## config.mk

```make
export PLATFORM = sky130hd
export DESIGN_NAME = dma_pack_engine
export DESIGN_NICKNAME = d
export VERILOG_FILES = /design/src/rtl/dma_pack_pkg.sv /design/src/rtl/dma_pack_cfg_chk.sv /design/src/rtl/dma_pack_buf.sv /design/src/rtl/dma_pack_status.sv /design/src/rtl/dma_pack_engine.sv
export SDC_FILE = /design/constraint.sdc
export NUM_CORES = 1
export LEC_CHECK = 0
export ABC_AREA = 1
export BUFFER_PORTS_ARGS = -buffer_cell sky130_fd_sc_hd__buf_2
export CAP_MARGIN = 0
export CORE_ASPECT_RATIO = 0.75
export CORE_MARGIN = 3
export CORE_UTILIZATION = 35
export DETAILED_ROUTE_END_ITERATION = 8
export PLACE_DENSITY = 0.6
export SYNTH_ARGS = -nofsm -noshare
export SYNTH_HDL_FRONTEND = slang
export SYNTH_HIERARCHICAL = 1
export SYNTH_SLANG_ARGS = --single-unit
```

## constraint.sdc

```tcl
create_clock -name clk_i -period 10.71 [get_ports clk_i]
set_input_delay 2.142 -clock clk_i [delete_from_list [all_inputs] [get_ports clk_i]]
set_output_delay 2.142 -clock clk_i [all_outputs]
set_load 0.05 [all_outputs]
```

## src/rtl/dma_pack_pkg.sv

```systemverilog
package dma_pack_pkg;
  typedef enum logic [1:0] {
    SZ_LONG = 2'b00,
    SZ_BYTE = 2'b01,
    SZ_WORD = 2'b10,
    SZ_LINE = 2'b11
  } xfer_size_e;

  typedef enum logic [1:0] {S_IDLE, S_RD, S_WR} fsm_e;

  localparam int unsigned NUM_ST = 4;
  localparam int unsigned ST_DONE = 0;
  localparam int unsigned ST_FLT  = 1;
  localparam int unsigned ST_ALN  = 2;
  localparam int unsigned ST_CFG  = 3;

  function automatic logic [4:0] size_bytes(input xfer_size_e s);
    case (s)
      SZ_BYTE: return 5'd1;
      SZ_WORD: return 5'd2;
      SZ_LINE: return 5'd16;
      default: return 5'd4;
    endcase
  endfunction

  function automatic logic [2:0] beat_bytes(input xfer_size_e s);
    case (s)
      SZ_BYTE: return 3'd1;
      SZ_WORD: return 3'd2;
      default: return 3'd4;
    endcase
  endfunction

  function automatic logic [31:0] byte_mask(input logic [2:0] n);
    case (n)
      3'd1:    return 32'h0000_00ff;
      3'd2:    return 32'h0000_ffff;
      default: return 32'hffff_ffff;
    endcase
  endfunction

  function automatic logic [3:0] lane_mask(input logic [2:0] n);
    case (n)
      3'd1:    return 4'b0001;
      3'd2:    return 4'b0011;
      default: return 4'b1111;
    endcase
  endfunction
endpackage

```

## src/rtl/dma_pack_cfg_chk.sv

```systemverilog
module dma_pack_cfg_chk
  import dma_pack_pkg::*;
#(
  parameter int unsigned CNT_W = 16
) (
  input  xfer_size_e       src_size_i,
  input  xfer_size_e       dst_size_i,
  input  logic [CNT_W-1:0] cnt_i,
  input  logic [3:0]       src_lsb_i,
  input  logic [3:0]       dst_lsb_i,
  input  logic             src_line_ok_i,
  input  logic             dst_line_ok_i,
  output logic             bad_cfg_o,
  output logic             misalign_o
);
  logic [4:0] s_sz, d_sz, big_sz;
  logic [3:0] big_m, s_m, d_m;

  always_comb begin
    s_sz   = size_bytes(src_size_i);
    d_sz   = size_bytes(dst_size_i);
    big_sz = (s_sz > d_sz) ? s_sz : d_sz;
    big_m  = 4'(big_sz - 5'd1);
    s_m    = 4'(s_sz - 5'd1);
    d_m    = 4'(d_sz - 5'd1);
    bad_cfg_o = ((src_size_i == SZ_LINE) && !src_line_ok_i) ||
                ((dst_size_i == SZ_LINE) && !dst_line_ok_i) ||
                (cnt_i == '0) || ((cnt_i[3:0] & big_m) != 4'd0);
    misalign_o = ((src_lsb_i & s_m) != 4'd0) || ((dst_lsb_i & d_m) != 4'd0);
  end
endmodule

```

## src/rtl/dma_pack_buf.sv

```systemverilog
module dma_pack_buf
  import dma_pack_pkg::*;
#(
  parameter int unsigned DEPTH = 16,
  parameter int unsigned LVL_W = 5
) (
  input  logic             clk_i,
  input  logic             rst_ni,
  input  logic             flush_i,
  input  logic             push_i,
  input  logic [2:0]       push_n_i,
  input  logic [31:0]      push_data_i,
  input  logic             pop_i,
  input  logic [2:0]       pop_n_i,
  output logic [LVL_W-1:0] lvl_o,
  output logic [31:0]      head_o
);
  localparam int unsigned BW = 8 * DEPTH;

  logic [BW-1:0]    data_q;
  logic [LVL_W-1:0] lvl_q;
  logic [BW-1:0]    ins;

  // new bytes land just above the current fill, lower bytes leave first
  assign ins = BW'(push_data_i & byte_mask(push_n_i)) << {lvl_q, 3'b000};

  always_ff @(posedge clk_i or negedge rst_ni) begin
    if (!rst_ni) begin
      data_q <= '0;
      lvl_q  <= '0;
    end else if (flush_i) begin
      data_q <= '0;
      lvl_q  <= '0;
    end else if (pop_i) begin
      data_q <= data_q >> {pop_n_i, 3'b000};
      lvl_q  <= lvl_q - LVL_W'(pop_n_i);
    end else if (push_i) begin
      data_q <= data_q | ins;
      lvl_q  <= lvl_q + LVL_W'(push_n_i);
    end
  end

  assign lvl_o  = lvl_q;
  assign head_o = data_q[31:0];
endmodule

```

## src/rtl/dma_pack_status.sv

```systemverilog
module dma_pack_status #(
  parameter int unsigned N = 4
) (
  input  logic         clk_i,
  input  logic         rst_ni,
  input  logic [N-1:0] set_i,
  input  logic [N-1:0] clr_i,
  input  logic [N-1:0] en_i,
  output logic [N-1:0] status_o,
  output logic         irq_o
);
  logic [N-1:0] st_q;

  always_ff @(posedge clk_i or negedge rst_ni) begin
    if (!rst_ni) st_q <= '0;
    else         st_q <= (st_q & ~clr_i) | set_i;
  end

  assign status_o = st_q;
  assign irq_o    = |(st_q & en_i);
endmodule

```

## src/rtl/dma_pack_engine.sv

```systemverilog
module dma_pack_engine
  import dma_pack_pkg::*;
#(
  parameter int unsigned ADDR_W    = 32,
  parameter int unsigned CNT_W     = 16,
  parameter int unsigned BUF_BYTES = 16
) (
  input  logic              clk_i,
  input  logic              rst_ni,
  input  logic              start_i,
  input  logic [ADDR_W-1:0] src_addr_i,
  input  logic [ADDR_W-1:0] dst_addr_i,
  input  logic [CNT_W-1:0]  byte_cnt_i,
  input  logic [1:0]        src_size_i,
  input  logic [1:0]        dst_size_i,
  input  logic              src_line_ok_i,
  input  logic              dst_line_ok_i,
  input  logic [3:0]        irq_en_i,
  input  logic [3:0]        stat_clr_i,
  output logic [3:0]        status_o,
  output logic              irq_o,
  output logic              busy_o,
  output logic [ADDR_W-1:0] src_ptr_o,
  output logic [ADDR_W-1:0] dst_ptr_o,
  output logic              mem_req_o,
  output logic              mem_we_o,
  output logic              mem_lock_o,
  output logic [ADDR_W-1:0] mem_addr_o,
  output logic [3:0]        mem_be_o,
  output logic [31:0]       mem_wdata_o,
  input  logic              mem_gnt_i,
  input  logic              mem_err_i,
  input  logic [31:0]       mem_rdata_i
);
  localparam int unsigned LVL_W = $clog2(BUF_BYTES + 1);
  localparam int unsigned XW    = LVL_W + 1;

  fsm_e              state_q, state_d;
  logic [ADDR_W-1:0] src_q, src_d, dst_q, dst_d;
  logic [CNT_W-1:0]  rem_q, rem_d;
  logic [1:0]        beat_q, beat_d;
  xfer_size_e        ss_q, ss_d, ds_q, ds_d;
  logic [NUM_ST-1:0] st_set;

  logic              bad_cfg, misalign;
  logic [LVL_W-1:0]  lvl;
  logic [31:0]       head, push_data;
  logic [4:0]        s_xfer, d_xfer;
  logic [2:0]        s_beat, d_beat, cur_beat;
  logic              rd_phase, is_line, last_beat, acc_ok, acc_err;
  logic [XW-1:0]     lvl_push, lvl_pop;
  logic [1:0]        lane;

  dma_pack_cfg_chk #(.CNT_W(CNT_W)) u_cfg (
    .src_size_i   (xfer_size_e'(src_size_i)),
    .dst_size_i   (xfer_size_e'(dst_size_i)),
    .cnt_i        (byte_cnt_i),
    .src_lsb_i    (src_addr_i[3:0]),
    .dst_lsb_i    (dst_addr_i[3:0]),
    .src_line_ok_i(src_line_ok_i),
    .dst_line_ok_i(dst_line_ok_i),
    .bad_cfg_o    (bad_cfg),
    .misalign_o   (misalign)
  );

  dma_pack_buf #(.DEPTH(BUF_BYTES), .LVL_W(LVL_W)) u_buf (
    .clk_i      (clk_i),
    .rst_ni     (rst_ni),
    .flush_i    (acc_err),
    .push_i     (rd_phase && acc_ok),
    .push_n_i   (s_beat),
    .push_data_i(push_data),
    .pop_i      ((state_q == S_WR) && acc_ok),
    .pop_n_i    (d_beat),
    .lvl_o      (lvl),
    .head_o     (head)
  );

  dma_pack_status #(.N(NUM_ST)) u_st (
    .clk_i   (clk_i),
    .rst_ni  (rst_ni),
    .set_i   (st_set),
    .clr_i   (stat_clr_i),
    .en_i    (irq_en_i),
    .status_o(status_o),
    .irq_o   (irq_o)
  );

  always_comb begin
    s_xfer    = size_bytes(ss_q);
    d_xfer    = size_bytes(ds_q);
    s_beat    = beat_bytes(ss_q);
    d_beat    = beat_bytes(ds_q);
    rd_phase  = (state_q == S_RD);
    is_line   = rd_phase ? (ss_q == SZ_LINE) : (ds_q == SZ_LINE);
    cur_beat  = rd_phase ? s_beat : d_beat;
    mem_req_o = (state_q != S_IDLE);
    mem_we_o  = (state_q == S_WR);
    mem_lock_o = mem_req_o && is_line;
    mem_addr_o = (rd_phase ? src_q : dst_q) + ADDR_W'({beat_q, 2'b00});
    lane       = mem_addr_o[1:0];
    mem_be_o   = lane_mask(cur_beat) << lane;
    mem_wdata_o = (head & byte_mask(d_beat)) << {lane, 3'b000};
    push_data  = mem_rdata_i >> {lane, 3'b000};
    acc_ok     = mem_req_o && mem_gnt_i && !mem_err_i;
    acc_err    = mem_req_o && mem_gnt_i && mem_err_i;
    last_beat  = !is_line || (beat_q == 2'd3);
    lvl_push   = XW'(lvl) + XW'(s_beat);
    lvl_pop    = XW'(lvl) - XW'(d_beat);
  end

  always_comb begin
    state_d = state_q;
    src_d   = src_q;
    dst_d   = dst_q;
    rem_d   = rem_q;
    beat_d  = beat_q;
    ss_d    = ss_q;
    ds_d    = ds_q;
    st_set  = '0;
    unique case (state_q)
      S_IDLE: if (start_i) begin
        if (bad_cfg)       st_set[ST_CFG] = 1'b1;
        else if (misalign) st_set[ST_ALN] = 1'b1;
        else begin
          src_d   = src_addr_i;
          dst_d   = dst_addr_i;
          rem_d   = byte_cnt_i;
          ss_d    = xfer_size_e'(src_size_i);
          ds_d    = xfer_size_e'(dst_size_i);
          beat_d  = '0;
          state_d = S_RD;
        end
      end
      S_RD: if (acc_err) begin
        st_set[ST_FLT] = 1'b1;
        beat_d  = '0;
        state_d = S_IDLE;
      end else if (acc_ok) begin
        if (last_beat) begin
          beat_d = '0;
          src_d  = src_q + ADDR_W'(s_xfer);
          rem_d  = rem_q - CNT_W'(s_xfer);
          if (lvl_push >= XW'(d_xfer)) state_d = S_WR;
        end else beat_d = beat_q + 2'd1;
      end
      S_WR: if (acc_err) begin
        st_set[ST_FLT] = 1'b1;
        beat_d  = '0;
        state_d = S_IDLE;
      end else if (acc_ok) begin
        if (last_beat) begin
          beat_d = '0;
          dst_d  = dst_q + ADDR_W'(d_xfer);
          if (lvl_pop < XW'(d_xfer)) begin
            if (rem_q != '0) state_d = S_RD;
            else begin
              state_d = S_IDLE;
              st_set[ST_DONE] = 1'b1;
            end
          end
        end else beat_d = beat_q + 2'd1;
      end
      default: state_d = S_IDLE;
    endcase
  end

  always_ff @(posedge clk_i or negedge rst_ni) begin
    if (!rst_ni) begin
      state_q <= S_IDLE;
      src_q   <= '0;
      dst_q   <= '0;
      rem_q   <= '0;
      beat_q  <= '0;
      ss_q    <= SZ_LONG;
      ds_q    <= SZ_LONG;
    end else begin
      state_q <= state_d;
      src_q   <= src_d;
      dst_q   <= dst_d;
      rem_q   <= rem_d;
      beat_q  <= beat_d;
      ss_q    <= ss_d;
      ds_q    <= ds_d;
    end
  end

  assign busy_o    = (state_q != S_IDLE);
  assign src_ptr_o = src_q;
  assign dst_ptr_o = dst_q;
endmodule

```

; ---- Yosys cells after proc, flatten, opt, wreduce, memory -nomap -nowiden
; Cells that the tools add are included.
[word_totals]
inputBits = 131
latchBits = 0
elab_cells = 187
rom_bits = 0
mem_bits_rw = 0
reg_bits = 225
memories = 0
[op_classes]
addsub = 12
order_cmp = 3
shift = 5
n_eq_ne = 37
div = 0
reduce_logical = 35
multipliers = 0
mux = 73
bitwise_logic = 12
[ops]
columns = op, count
row1 = 32-bit two-way mux, 13
row2 = 128-bit two-way mux, 3
row3 = 32-bit one-hot mux with 2 select lines, 4
row4 = 128-bit OR, 1
row5 = 128-bit by 8-bit left shift with 128-bit output, 1
row6 = 128-bit by 6-bit >> shifter with 128-bit output, 1
row7 = 16-bit two-way mux, 6
row8 = 32-bit by 5-bit adder with 32-bit output, 2
row9 = 32-bit bitwise AND, 2
row10 = 5-bit one-hot mux with 3 select lines, 4
row11 = 2-bit two-way mux, 19
row12 = 32-bit by 4-bit adder with 32-bit output, 1
row13 = 16-bit one-hot mux with 2 select lines, 1
row14 = 32-bit by 5-bit left shift with 32-bit output, 1
row15 = 32-bit by 5-bit >> shifter with 32-bit output, 1
row16 = 3-bit by 1-bit inequality test with 1-bit output (second input constant), 7
row17 = 4-bit bitwise AND, 5
row18 = 2-bit equality test (second input constant), 10
row19 = 16-bit logical NOT, 1
row20 = 16-bit nonzero test, 1
row21 = 16-bit by 5-bit subtractor with 16-bit output, 1
row22 = 5-bit two-way mux, 3
row23 = 7-bit AND reduction, 2
row24 = 1-bit two-way mux, 13
row25 = other kinds (36), 74

; ---- Depth between registers and ports, before layout
[logic_depth]
depth_word = 12
ltp_mapped = 27
mapped_depth_nobuf = 27

; ---- Modules after synthesis
; Netlist, hierarchy kept.
[by_module_without_submodules]
columns = module, seq_area_each_um2, area_each_um2, n_inst, cells_each
row1 = dma_pack_buf, 3328.2, 12416.9, 1, 2112
row2 = dma_pack_engine, 2202.1, 9534.1, 1, 1536
row3 = dma_pack_cfg_chk, 0.0, 505.5, 1, 83
row4 = dma_pack_status, 100.1, 178.9, 1, 21

; ---- Worst setup path before layout
; Ideal clock, no wire load.
[synth_path]
kind = register to output
start = register state_q[1]
end = output port mem_addr_o[20]
arrival_time_ps = 3552
setup_slack_ps = 5016
required_time_ps = 8568
path_stages_with_launch = 19
path_cell_list = dfrtp_1 -> inv_1 -> ha_1 -> buf_6 -> buf_12 -> buf_6 -> buf_4 -> buf_2 -> buf_2 -> nand2_1 -> o21ai_0 -> ha_1 -> fa_1 -> inv_1 -> nor3_4 -> inv_2 -> nor2_4 -> nand3_2 -> xnor2_1
[synth_between]
elab_chain_len = 3
[synth_lines]
columns = item, line_no
row1 = "start, declared", dma_pack_engine.sv:38  ; fsm_e state_q, state_d;
row2 = "start signal, assigned", dma_pack_engine.sv:178  ; state_q <= state_d;
row3 = 2-bit by 1-bit equality test with 1-bit output, dma_pack_engine.sv:94  ; rd_phase = (state_q == S_RD);
row4 = 32-bit two-way mux, dma_pack_engine.sv:100  ; mem_addr_o = (rd_phase ? src_q : dst_q) + ADDR_W'({beat_q, 2'b00});
row5 = 32-bit by 4-bit adder with 32-bit output, dma_pack_engine.sv:100
row6 = "end, declared", dma_pack_engine.sv:28  ; output logic [ADDR_W-1:0] mem_addr_o,
; No other way between the ends.

; ---- Worst setup path in the final report
[layout_path]
start = register state_q[1]
end = output port mem_addr_o[23]
; The elaborated chain is that of the path after synthesis.

==> impl_metrics.tcl <==
set metrics [dict create \
    met2_wirelength_mm 38.3 \
    vias 26500 \
    hold_depth 2 \
    cts_hold_buffers 0 \
    fin_ws_ns 3.81 \
    syn_nets 3957 \
    wl_met3_mm 13.3 \
    syn_avg_cell_area_um2 6.03 \
    dp_hpwl_mm 71.5 \
    overflow 0 \
    ir_drop_uv 331 \
    cts_buffers 28 \
    wirelength_mm 99.3 \
    required_ns 8.57 \
    finalMaxSlewViolations 0 \
    tns_ns 0 \
    nNetsFinal 4045 \
    syn-cell-area_um2 22600 \
    top_layer "met5" \
    hp-class "flip-flop to flip-flop" \
    root_buffer "clkbuf_16" \
    initial_utilization 0.355 \
    max_slew.worst_pin.slew_ns 1.20 \
    final_common_cell "nand2_1" \
    cellPowerDensity_nw_per_um2 369 \
    drt-vias-per-instance 5.60 \
    synthArstFlopShare 1.00 \
    fin_crit_ns 6.90 \
    wirelength_met1_mm 45.1 \
    die_x_um 300 \
    grt.total_usage 0.285 \
    antenna_found_initial 12 \
    finClkSkew_ns 0.0538 \
    worstSkewPairLatency_ns 0.64 \
    crit_type "flip-flop to output port" \
    rsz0062_at_grt "false" \
    ys_seq_area_frac 0.249 \
    clk_pin_slew_ns 0.06 \
    crit_chain "inv_1 -> ha_4 -> buf_4 -> buf_4 -> o21ai_0 -> ha_1 -> a21oi_1 -> nor2_2 -> nand2_2 -> nor2_4 -> nand2_2 -> nor2_4 -> nand2_1 -> xor2_1 -> buf_2" \
    critPathCaptureType "output port" \
    finalSetupViolCount 0 \
    path_delay_family "buffers and inverters" \
    fp.dieH_um 226 \
    ant_nets 0 \
    power_leakage_nw 12.0 \
    maxCapViolCount 0 \
    finalCritPeriodShare 0.644 \
    whs_endpoint "u_buf/data_q[99]$_DFFE_PN0P_" \
    wire_per_inst_um 21.0 \
    cp.depth 15 \
    clk_path_buf_depth 3 \
    syn_to_final_growth_pct 10.8 \
    drtIter0Drc 3517 \
    postCtsSetupRepairBufs 0 \
    cts_resized 0 \
    clock-sinks 225 \
    fillers 6938 \
    slowest_stage "buf_4" \
    status "finished, final reports clean" \
    fmax_ghz 0.145 \
    layout_common_cells "1165 x nand2_1, 419 x o21ai_0, 377 x nor2_1" \
    io_pins 272 \
    first_pass_iters 8 \
    hold_path.startpoint "u_buf/data_q[99]$_DFFE_PN0P_" \
    slew_headroom 0.197 \
    gp_congestion 1.04 \
    grt_pass1_wl_mm 149 \
    cp-start-kind "flip-flop" \
    final_util 0.393 \
    ff2ff_setup_slack_ns 6.05 \
    total_power_mw 9.25 \
    arrival_ns 4.76 \
    grt_max_degree 88 \
    ys_warn_count 6 \
    yosys.area.top_type "dfrtp_1" \
    cpPeakStageDelay_ns 0.75 \
    synth_seq_cells 225 \
    ff2ff_path_depth 12 \
    synth_top_area_frac 0.249 \
    port_buffers 271 \
    finalHoldViolations 0 \
    cp_num_buf_inv 4 \
    core-area_um2 63800 \
    fin_hold_ws_ns 0.476 \
    netlist_instances 3752 \
    htree_levels 1 \
    drcViolationCount 0 \
    crit_fanout 67 \
    drive_gt1_frac 0.118 \
    cts_tree "yes" \
    r2r-start "ds_q[0]$_DFFE_PN0P_" \
    place_ws_ns 4.14 \
    grt_pass1_vias 23400 \
    synth-main-ff-cell "dfrtp_1" \
    synth_edf_count 0 \
    placementRows 80 \
    synth_area_leaders "dfrtp_1 25%, nand2_1 19%, o21ai_0 9.3%" \
    ys_types 63 \
    die_area_um2 67800 \
    r2r_end "u_buf/data_q[3]$_DFFE_PN0P_" \
]
## tightest hold or removal path: cells and delay by family (launching register included)
family           cells  cell delay [ns]
and+or+nand+nor      2             0.10
DFF                  1             0.34
## kinds of logic (layout without fill, tap and decap cells)
| logic type | after synthesis | after routing | share of synthesized area |
|---|---|---|---|
| other | 0 | 8 | 0 |
| AOI/OAI and AO/OA | 750 | 750 | 0.188 |
| xor gates and xnor gates | 46 | 46 | 0.0178 |
| adders and majority gates | 74 | 74 | 0.0432 |
| and+or+nand+nor | 2054 | 2054 | 0.380 |
| buffers and inverters | 586 | 695 | 0.115 |
| muxes | 17 | 17 | 0.00752 |
| DFF | 225 | 225 | 0.249 |
## report_power, final
part           internal (mW)  leakage [nW]  total, mW  switching (mW)
clock network          0.585         0.469       1.03           0.442
registers               1.18          2.93       1.70           0.523
logic                   1.60          8.63       6.53            4.93
total                   3.36          12.0       9.25            5.89
## Yosys cell counts (36+ instances only)
cell / count
xor2_1: 36
nand3_1: 364
a21oi_1: 101
clkbuf_1: 112
ha_1: 67
o21ai_0: 419
inv_1: 309
buf_4: 46
nor2_1: 380
o22ai_1: 39
buf_2: 62
o21ai_1: 38
dfrtp_1: 225
nand2_1: 1165
nor3_1: 40
## layer usage
metal / GRT usage / vias to the layer above
met2: 0.383 / 1523
met3: 0.0902 / 159
met5: 0 / -
met1: 0.432 / 12300
met4: 0.0729 / 4
li1: - / 12500
## area by class of cell
cell class	count	area [um^2]	share of cell area
multi-input combinational	2941	14500	0.577
sequential	225	5630	0.225
timing repair buffer	309	1650	0.0659
inverter	335	1260	0.0502
tap	861	1080	0.0430
clock buffer	42	833	0.0332
clock inverter	9	123	0.00489
antenna	8	20.0	0.000798
## how the worst max path moves through the flow
stage	from	to	slack, ns
global placement	src_size_i[0]	src_ptr_o[17]$_DFFE_PN0P_	4.27
floorplan	state_q[1]$_DFFE_PN0P_	mem_addr_o[20]	5.02
CTS	state_q[1]$_DFFE_PN0P_	mem_addr_o[23]	3.88
global route	state_q[1]$_DFFE_PN0P_	mem_addr_o[23]	3.58
finish	state_q[1]$_DFFE_PN0P_	mem_addr_o[23]	3.81
detailed placement	dst_size_i[0]	src_ptr_o[17]$_DFFE_PN0P_	4.14
## flip-flops by register name, indices dropped and copies added (netlist names), 4 cells and up
register       flops
rem_q             16
u_buf/lvl_o        5
u_buf/data_q     128
u_st/status_o      4
src_ptr_o         32
dst_ptr_o         32
## stage by stage
step	std cells	area [um^2]
2_1_floorplan	3752	22600
3_3_place_gp	4671	24100
3_5_place_dp	4671	24100
4_1_cts	4722	25100
5_1_grt	4729	25100
6_report	4730	25100
Power figures use the tool's default switching activity.
